===== config.mk =====
export PLATFORM = sky130hd
export DESIGN_NAME = can_mode_seq
export DESIGN_NICKNAME = d
export VERILOG_FILES = /design/src/rtl/can_mode_pkg.sv /design/src/rtl/can_rm_sync.sv /design/src/rtl/can_busfree.sv /design/src/rtl/can_sleep_ctl.sv /design/src/rtl/can_mode_seq.sv
export SDC_FILE = /design/constraint.sdc
export NUM_CORES = 1
export LEC_CHECK = 0
export ABC_AREA = 1
export CAP_MARGIN = 20
export CORE_MARGIN = 8
export CORE_UTILIZATION = 50
export CTS_BUF_LIST = sky130_fd_sc_hd__clkbuf_16
export DETAILED_ROUTE_END_ITERATION = 6
export DONT_BUFFER_PORTS = 1
export GPL_TIMING_DRIVEN = 0
export PLACE_DENSITY_LB_ADDON = 0.08
export RECOVER_POWER = 50
export SKIP_LAST_GASP = 1
export SYNTH_ARGS = -nofsm -noshare
export SYNTH_HDL_FRONTEND = slang
export SYNTH_SLANG_ARGS = --single-unit

===== constraint.sdc =====
create_clock -name clk -period 3.1 [get_ports clk]
set_input_delay 0.31 -clock clk [delete_from_list [all_inputs] [get_ports clk]]
set_output_delay 0.31 -clock clk [all_outputs]
set_load 0.01 [all_outputs]

===== src/rtl/can_mode_pkg.sv =====
package can_mode_pkg;
  localparam int MODE_W    = 3;
  localparam int MB_RESET  = 0;
  localparam int MB_LISTEN = 1;
  localparam int MB_SLEEP  = 2;

  typedef enum logic [1:0] {
    WK_NONE = 2'd0,
    WK_HOST = 2'd1,
    WK_BUS  = 2'd2,
    WK_LINE = 2'd3
  } wake_src_e;
endpackage


===== src/rtl/can_rm_sync.sv =====
module can_rm_sync (
  input  logic clk,
  input  logic rst_n,
  input  logic wr_en_i,
  input  logic wr_reset_i,
  input  logic wr_listen_i,
  input  logic bus_off_i,
  output logic rm_o,
  output logic lom_o,
  output logic long_wait_o
);
  logic ph_q, req_q, rm_q, lom_q, cause_q;

  always_ff @(posedge clk or negedge rst_n) begin
    if (!rst_n) begin
      ph_q    <= 1'b0;
      req_q   <= 1'b1;
      rm_q    <= 1'b1;
      lom_q   <= 1'b0;
      cause_q <= 1'b0;
    end else begin
      ph_q <= ~ph_q;
      if (bus_off_i) begin
        req_q   <= 1'b1;
        rm_q    <= 1'b1;
        cause_q <= 1'b1;
      end else begin
        if (wr_en_i) begin
          req_q <= wr_reset_i;
          if (wr_reset_i && !rm_q) cause_q <= 1'b0;
        end
        if (ph_q) rm_q <= req_q;
      end
      if (wr_en_i && rm_q && !bus_off_i) lom_q <= wr_listen_i;
    end
  end

  assign rm_o        = rm_q;
  assign lom_o       = lom_q;
  assign long_wait_o = cause_q;


  busoff_rm_chk: assert property (@(posedge clk) disable iff (!rst_n)
    bus_off_i |=> rm_q);

  lom_hold_chk: assert property (@(posedge clk) disable iff (!rst_n)
    !rm_q |=> $stable(lom_q));

  rm_phase_chk: assert property (@(posedge clk) disable iff (!rst_n)
    (!$stable(rm_q) && !$past(bus_off_i)) |-> $past(ph_q));
endmodule


===== src/rtl/can_busfree.sv =====
module can_busfree #(
  parameter int RUN_LEN   = 11,
  parameter int SEQ_SHORT = 1,
  parameter int SEQ_LONG  = 128
) (
  input  logic clk,
  input  logic rst_n,
  input  logic rm_i,
  input  logic long_i,
  input  logic tick_i,
  input  logic rx_i,
  output logic bf_pulse_o,
  output logic idle_o,
  output logic bus_on_o
);
  localparam int RUN_W = $clog2(RUN_LEN + 1);
  localparam int SEQ_W = $clog2(SEQ_LONG + 1);
  localparam logic [RUN_W-1:0] RUN_LAST = RUN_W'(RUN_LEN - 1);

  logic [RUN_W-1:0] run_q;
  logic [SEQ_W-1:0] seq_q, need;
  logic             idle_q, bf;

  generate
    if (SEQ_SHORT == SEQ_LONG) begin : g_fixed_need
      assign need = SEQ_W'(SEQ_LONG);
      logic unused_long;
      assign unused_long = long_i;
    end else begin : g_sel_need
      assign need = long_i ? SEQ_W'(SEQ_LONG) : SEQ_W'(SEQ_SHORT);
    end
  endgenerate

  assign bf = !rm_i && tick_i && rx_i && (run_q == RUN_LAST);

  always_ff @(posedge clk or negedge rst_n) begin
    if (!rst_n) begin
      run_q  <= '0;
      seq_q  <= '0;
      idle_q <= 1'b0;
    end else if (rm_i) begin
      run_q  <= '0;
      seq_q  <= '0;
      idle_q <= 1'b0;
    end else if (tick_i) begin
      if (!rx_i) begin
        run_q  <= '0;
        idle_q <= 1'b0;
      end else if (bf) begin
        run_q  <= '0;
        idle_q <= 1'b1;
        if (seq_q < need) seq_q <= seq_q + 1'b1;
      end else begin
        run_q <= run_q + 1'b1;
      end
    end
  end

  assign bf_pulse_o = bf;
  assign idle_o     = idle_q;
  assign bus_on_o   = !rm_i && (seq_q >= need);


  dom_clears_idle_chk: assert property (@(posedge clk) disable iff (!rst_n)
    (tick_i && !rx_i) |=> !idle_q);

  buson_after_seq_chk: assert property (@(posedge clk) disable iff (!rst_n)
    ($rose(bus_on_o) && !$past(rm_i)) |-> $past(bf));
endmodule


===== src/rtl/can_sleep_ctl.sv =====
module can_sleep_ctl
  import can_mode_pkg::*;
#(
  parameter int LINGER = 15
) (
  input  logic clk,
  input  logic rst_n,
  input  logic rm_i,
  input  logic idle_i,
  input  logic bf_i,
  input  logic tick_i,
  input  logic rx_i,
  input  logic irq_pend_i,
  input  logic int_n_i,
  input  logic wr_en_i,
  input  logic wr_sleep_i,
  output logic sleep_o,
  output logic osc_en_o,
  output logic clkout_en_o,
  output logic rx_block_o,
  output logic wake_irq_o
);
  localparam int LIN_W = $clog2(LINGER + 1);
  localparam logic [LIN_W-1:0] LIN_MAX = LIN_W'(LINGER);

  logic [LIN_W-1:0] lin_q;
  logic             sleep_q, block_q, wake_q;
  logic             enter_req, enter_ok;
  wake_src_e        src;

  always_comb begin
    src = WK_NONE;
    if (sleep_q && !rm_i) begin
      if (wr_en_i && !wr_sleep_i) src = WK_HOST;
      else if (!rx_i)             src = WK_BUS;
      else if (!int_n_i)          src = WK_LINE;
    end
  end

  assign enter_req = wr_en_i && wr_sleep_i && !sleep_q && !rm_i;
  assign enter_ok  = idle_i && !irq_pend_i && int_n_i;

  always_ff @(posedge clk or negedge rst_n) begin
    if (!rst_n) begin
      sleep_q <= 1'b0;
      block_q <= 1'b0;
      wake_q  <= 1'b0;
      lin_q   <= '0;
    end else if (rm_i) begin
      sleep_q <= 1'b0;
      block_q <= 1'b0;
      wake_q  <= 1'b0;
      lin_q   <= '0;
    end else begin
      wake_q <= (src != WK_NONE) || (enter_req && !enter_ok);
      if (src != WK_NONE)          sleep_q <= 1'b0;
      else if (enter_req && enter_ok) sleep_q <= 1'b1;
      if (src == WK_BUS) block_q <= 1'b1;
      else if (bf_i)     block_q <= 1'b0;
      if (!sleep_q)                    lin_q <= '0;
      else if (tick_i && lin_q < LIN_MAX) lin_q <= lin_q + 1'b1;
    end
  end

  assign sleep_o     = sleep_q;
  assign osc_en_o    = !sleep_q;
  assign clkout_en_o = !sleep_q || (lin_q < LIN_MAX);
  assign rx_block_o  = block_q;
  assign wake_irq_o  = wake_q;


  sleep_cond_chk: assert property (@(posedge clk) disable iff (!rst_n)
    $rose(sleep_q) |-> $past(idle_i && !irq_pend_i && int_n_i));

  wake_pulse_chk: assert property (@(posedge clk) disable iff (!rst_n)
    ($fell(sleep_q) && !$past(rm_i)) |-> wake_q);

  clkout_linger_chk: assert property (@(posedge clk) disable iff (!rst_n)
    $rose(sleep_q) |-> clkout_en_o);

  no_sleep_in_rm_chk: assert property (@(posedge clk) disable iff (!rst_n)
    $past(rm_i) |-> !$rose(sleep_q));
endmodule


===== src/rtl/can_mode_seq.sv =====
module can_mode_seq
  import can_mode_pkg::*;
#(
  parameter int RUN_LEN   = 11,
  parameter int SEQ_SHORT = 1,
  parameter int SEQ_LONG  = 128,
  parameter int LINGER    = 15
) (
  input  logic              clk,
  input  logic              rst_n,
  input  logic              wr_en_i,
  input  logic [MODE_W-1:0] wr_data_i,
  input  logic              bus_off_i,
  input  logic              bit_tick_i,
  input  logic              rx_bit_i,
  input  logic              irq_pend_i,
  input  logic              int_n_i,
  output logic [MODE_W-1:0] mode_o,
  output logic              bus_on_o,
  output logic              ack_en_o,
  output logic              err_freeze_o,
  output logic              tx_inhibit_o,
  output logic              osc_en_o,
  output logic              clkout_en_o,
  output logic              rx_en_o,
  output logic              wake_irq_o
);
  logic rm, lom, long_wait, bf, idle, bus_on, sleep, rx_block;

  can_rm_sync u_rm (
    .clk         (clk),
    .rst_n       (rst_n),
    .wr_en_i     (wr_en_i),
    .wr_reset_i  (wr_data_i[MB_RESET]),
    .wr_listen_i (wr_data_i[MB_LISTEN]),
    .bus_off_i   (bus_off_i),
    .rm_o        (rm),
    .lom_o       (lom),
    .long_wait_o (long_wait)
  );

  can_busfree #(
    .RUN_LEN   (RUN_LEN),
    .SEQ_SHORT (SEQ_SHORT),
    .SEQ_LONG  (SEQ_LONG)
  ) u_bf (
    .clk        (clk),
    .rst_n      (rst_n),
    .rm_i       (rm),
    .long_i     (long_wait),
    .tick_i     (bit_tick_i),
    .rx_i       (rx_bit_i),
    .bf_pulse_o (bf),
    .idle_o     (idle),
    .bus_on_o   (bus_on)
  );

  can_sleep_ctl #(.LINGER(LINGER)) u_sleep (
    .clk         (clk),
    .rst_n       (rst_n),
    .rm_i        (rm),
    .idle_i      (idle),
    .bf_i        (bf),
    .tick_i      (bit_tick_i),
    .rx_i        (rx_bit_i),
    .irq_pend_i  (irq_pend_i),
    .int_n_i     (int_n_i),
    .wr_en_i     (wr_en_i),
    .wr_sleep_i  (wr_data_i[MB_SLEEP]),
    .sleep_o     (sleep),
    .osc_en_o    (osc_en_o),
    .clkout_en_o (clkout_en_o),
    .rx_block_o  (rx_block),
    .wake_irq_o  (wake_irq_o)
  );

  always_comb begin
    mode_o            = '0;
    mode_o[MB_RESET]  = rm;
    mode_o[MB_LISTEN] = lom;
    mode_o[MB_SLEEP]  = sleep;
  end

  assign bus_on_o     = bus_on;
  assign rx_en_o      = bus_on && !sleep && !rx_block;
  assign ack_en_o     = rx_en_o && !lom;
  assign err_freeze_o = rm || lom;
  assign tx_inhibit_o = !bus_on || lom || sleep;


  busoff_abort_chk: assert property (@(posedge clk) disable iff (!rst_n)
    bus_off_i |=> (!bus_on_o && !rx_en_o && tx_inhibit_o));

  listen_quiet_chk: assert property (@(posedge clk) disable iff (!rst_n)
    mode_o[MB_LISTEN] |-> (!ack_en_o && tx_inhibit_o));
endmodule


Yosys cells after proc, flatten, opt, wreduce, memory -nomap -nowiden --
Index checks and enable logic that the tools add are counted.
Word-level totals: ROM bits 0, register bits after elaboration 25, output and inout bits 11, latch bits 0, RAM bits 0, word-level logic and storage cells 105, input port bits 11, memories 0
Operators by class: divide/modulo/power cells 0, equal/unequal tests 4, shift-type cells 0, reduce and logical (&&, ||, !) cells 47, $lt $le $gt $ge 3, $add $sub $neg 3, multiply operators 0, mux-type cells 35, bitwise operators 1
Operator list (count):
- two-way mux 8 bit | 6
- two-way mux 4 bit | 7
- logical AND 1 bit | 20
- two-way mux 1 bit | 18
- nonzero test 2 bit | 8
- logical NOT 1 bit | 9
- adder 4 x 1 -> 4 bit, second input constant | 2
- adder 8 x 1 -> 8 bit, second input constant | 1
- greater-or-equal comparator 8 bit | 1
- < comparator 8 bit | 1
- two-way mux 2 bit | 4
- nonzero test 3 bit | 2
- logical OR 1 bit | 5
- equality test 4 bit, second input constant | 1
- < comparator 4 bit, second input constant | 1
- AND reduction 2 bit | 2
- AND reduction 4 bit | 1
- inequality test 3 x 1 -> 1 bit, second input constant | 1
- inequality test 3 bit, second input constant | 1
- equality test 2 bit, second input constant | 1
- NOT 1 bit | 1

Logic depth before layout (Yosys ltp) --
depth in word-level cells 8, depth in mapped cells 10, depth with buffers taken out 10

Cells and area by module --
From an unflattened synthesis, not the netlist that was laid out.
Second synthesis, totals: cells, all modules 209, area total of the unflattened synthesis 1534.0 um^2
By module, submodules not included:
- can_busfree | instances 1, seq. area each 325.3 um^2, area each 897.1 um^2, cells each 126
- can_sleep_ctl | instances 1, seq. area each 175.2 um^2, area each 377.9 um^2, cells each 51
- can_rm_sync | instances 1, seq. area each 127.6 um^2, area each 198.9 um^2, cells each 22
- can_mode_seq | instances 1, seq. area each 0.0 um^2, area each 60.1 um^2, cells each 10

Worst setup path after synthesis --
OpenSTA, ideal clock, no wires.
path kind reg2out, start point reg u_bf.seq_q[7], end point out ack_en_o, path buffers 0, slack 1400 ps, required time 2790 ps, stages on the path, launching flop included 8, data arrival time 1390 ps, path through dfrtp_1 -> ha_1 -> nand2_1 -> nor2_1 -> nand2_1 -> nand3_1 -> nand3_2 -> nor2_1
On the way: longest elaborated chain between the ends 5
RTL lines:
- start, declared | line can_busfree.sv:21 | logic [SEQ_W-1:0] seq_q, need;
- start signal, assigned | line can_busfree.sv:52 | if (seq_q < need) seq_q <= seq_q + 1'b1;
- greater-or-equal comparator 8 bit | line can_busfree.sv:61 | assign bus_on_o = !rm_i && (seq_q >= need);
- logical AND 1 bit | line can_busfree.sv:61
- logical AND 1 bit (2 in series) | line can_mode_seq.sv:85 | assign rx_en_o = bus_on && !sleep && !rx_block;
- logical AND 1 bit | line can_mode_seq.sv:86 | assign ack_en_o = rx_en_o && !lom;
- end, declared | line can_mode_seq.sv:20 | output logic ack_en_o,
No other way between the ends.

Worst setup path in the final report --
Same ends and word-level chain as after synthesis.

==> results.sh <==
export IMPL_r2r_end="u_bf.seq_q[3]$_DFFE_PN0P_"
export IMPL_numClockSinks=25
export IMPL_powerDensity_nw_per_um2=406
export IMPL_dp_worst_setup_slack_ns=1.24
export IMPL_synth_most_common_cell="nand2_1"
export IMPL_grt_pass1_wl_um=5460
export IMPL_rows=20
export IMPL_dp_cells=236
export IMPL_synth_top_area_share_pct=38.6
export IMPL_yosysUniqueCellTypes=25
export IMPL_antenna_found_initial=0
export IMPL_grt_max_degree=26
export IMPL_wl_um=3200
export IMPL_worstRegToRegCells=8
export IMPL_avgSynthCellArea_sq_um=7.35
export IMPL_top_regs="u_bf.seq_q (8), u_bf.run_q (4), u_sleep.lin_q (4)"
export IMPL_yosys_register_bits=25
export IMPL_p_total_w=0.000661
export IMPL_synth_fp_nets=220
export IMPL_dp_final_hpwl_um=2400
export IMPL_endpoint="ack_en_o"
export IMPL_regMostFlops="u_bf.seq_q"
export IMPL_leakagePower_nw=0.817
export IMPL_hold_viol_final=0
export IMPL_cts_root_buf="clkbuf_16"
export IMPL_via_per_inst=5.13
export IMPL_tightestPinTransition_ns=1.37
export IMPL_synthFlopType="dfrtp_1"
export IMPL_ctsResizeCount=0
export IMPL_ant_nets=0
export IMPL_routed_via_count=1242
export IMPL_min_path_type="input pin to register"
export IMPL_ys_seq_area_share_pct=42.1
export IMPL_r2r_start="u_bf.seq_q[7]$_DFFE_PN0P_"
export IMPL_clockBufferDepth=2
export IMPL_arrival_ns=1.84
export IMPL_drc_errors=0
export IMPL_fin_ws_ns=0.952
export IMPL_synth_top_area_cell="dfrtp_1"
export IMPL_pin_count=22
export IMPL_cts_inserted_buffers=3
export IMPL_portBuffers=0
export IMPL_min_period_over_period_pct=69.3
export IMPL_grt_usage_pct=13.3
export IMPL_critPathMaxFanout=4
export IMPL_synth_commonest_cells="nand2_1 (59), nor2_1 (28), inv_1 (25), dfrtp_1 (23), nand3_1 (21)"
export IMPL_ir_drop_v=0.000170
export IMPL_insertion_delay_ns=0.26
export IMPL_coreArea_sq_um=2950
export IMPL_num_nets_final=227
export IMPL_dieArea_sq_um=4990
export IMPL_fmax_mhz=465
export IMPL_grt_pass1_vias=1217
export IMPL_slew_headroom_pct=8.84
export IMPL_routedWlPerCell_um=13.2
export IMPL_drt_iter0_drc=66
export IMPL_stdcell_count=242
export IMPL_htreeDepth=1
export IMPL_synth_area_top_cells="dfrtp_1 (39%), nand2_1 (15%), nand3_1 (7.0%), nor2_1 (7.0%), inv_1 (6.3%)"
export IMPL_ys_async_sr_fraction_pct=100
export IMPL_cap_viol_max_count=0
export IMPL_finClkSkew_ns=0.00186
export IMPL_largest_register_ffs=8
export IMPL_crit_path_end_kind="output port"
export IMPL_reg2reg_slack_ns=1.51
export IMPL_syn_to_final_growth_pct=9.05
export IMPL_antenna_cells=0
export IMPL_start_util_pct=50.6
export IMPL_fin_crit_ns=2.15
export IMPL_worst_setup_path_start_kind="register"
export IMPL_syn_inst=203
export IMPL_path_class="register to output port"
export IMPL_status="completed"
export IMPL_place_congestion=0.809
export IMPL_mappedNetlistArea_sq_um=1490
export IMPL_crit_start="u_bf.seq_q[7]$_DFFE_PN0P_"
export IMPL_finalMaxSlewViolations=0
export IMPL_grt_ovfl_total=0
export IMPL_final_setup_viol_count=0
export IMPL_grt_setup_unrepaired="no"
export IMPL_cp_required_ns=2.79
export IMPL_cts_tree="yes"
export IMPL_cts_reportedPaths_clkPinSlew_ns=0.06
export IMPL_drive_gt1_share_pct=7.66
export IMPL_synth_edf_count=0
export IMPL_drt_pre_antenna_iters=4
export IMPL_die_y_um=70.6
export IMPL_n_fill_cell=299
export IMPL_yosysWarnings=0
export IMPL_die_x_um=70.6
export IMPL_setup_tns_ns=0
## through the flow
step	hold WS (ns)	instance area (sq um)	util [%]
after CTS	0.143	1640	55.7
after global placement	0.0152	1530	51.9
after global routing	0.147	1630	55.1
after floorplan	0.0144	1490	-
final	0.148	1630	55.1
after detailed placement	0.0152	1530	51.9
## metal layers
layer  track usage [%]  wire, um  up-vias
met2              22.5      1620       20
met5                 0         0        -
met4              3.93        21        0
met3              3.81       154        4
li1                  -         -      644
met1              15.8      1400      574
## cell usage in the layout, fill, tap and decap left out, types with 2 or more instances in the layout
cell type / count
a21oi_1: 6
buf_4: 3
clkbuf_1: 2
clkbuf_16: 3
dfrtp_1: 23
dfstp_1: 2
ha_1: 6
inv_1: 26
nand2_1: 59
nand3_1: 21
nand3_2: 2
nor2_1: 28
o21ai_0: 9
xnor2_1: 2
xor2_1: 4
## final cells by class
cell class	count	area (sq um)	share of cell area (%)
Timing Repair Buffer	2	13.8	0.846
Tap cell	33	41.3	2.54
Inverter	27	101	6.23
Multi-Input combinational cell	146	732	45.0
Sequential cell	25	628	38.6
Buffer	5	31.3	1.92
Clock buffer	3	75.1	4.61
Clock inverter	1	5.00	0.307
## cells by family after synthesis
kind of cell / synth area share (%)
AND/OR/NAND/NOR: 35.0
AO/OA/AOI/OAI: 5.53
buffers and inverters: 8.88
flip-flops: 42.1
XOR/XNOR: 3.52
adder cells (fa/ha/maj): 5.03
## power breakdown
group	internal [W]	switching (W)
combinational	0.0000113	0.0000256
sequential	0.000331	0.00000386
clock	0.000174	0.000115
total	0.000516	0.000144
## worst max-delay path, cell delays in order, from the launching register on
cell and delay [ns]:
dfrtp_1 0.42, ha_1 0.32, nand2_1 0.08, nor2_1 0.14, nand2_1 0.12, nand3_1 0.16, nand3_2 0.13, nor2_1 0.21
## what timing repair did
action | in CTS | in global routing
hold buffers | 2 | 0
endpoints found under the hold margin | 25 | 0
buffers inserted | 0 | 0
## how the worst min path moves through the flow
stage                     startpoint                             end  depth (start not counted)
final                       rx_bit_i  u_sleep.rx_block_o$_DFFE_PN0P_                          1
after global routing        rx_bit_i  u_sleep.rx_block_o$_DFFE_PN0P_                          1
after CTS                   rx_bit_i  u_sleep.rx_block_o$_DFFE_PN0P_                          1
after detailed placement       rst_n       u_bf.seq_q[1]$_DFFE_PN0P_                          0
after global placement         rst_n       u_bf.seq_q[1]$_DFFE_PN0P_                          0
after floorplan                rst_n         u_bf.idle_o$_DFFE_PN0P_                          0
Power figures use the tool's default switching activity.
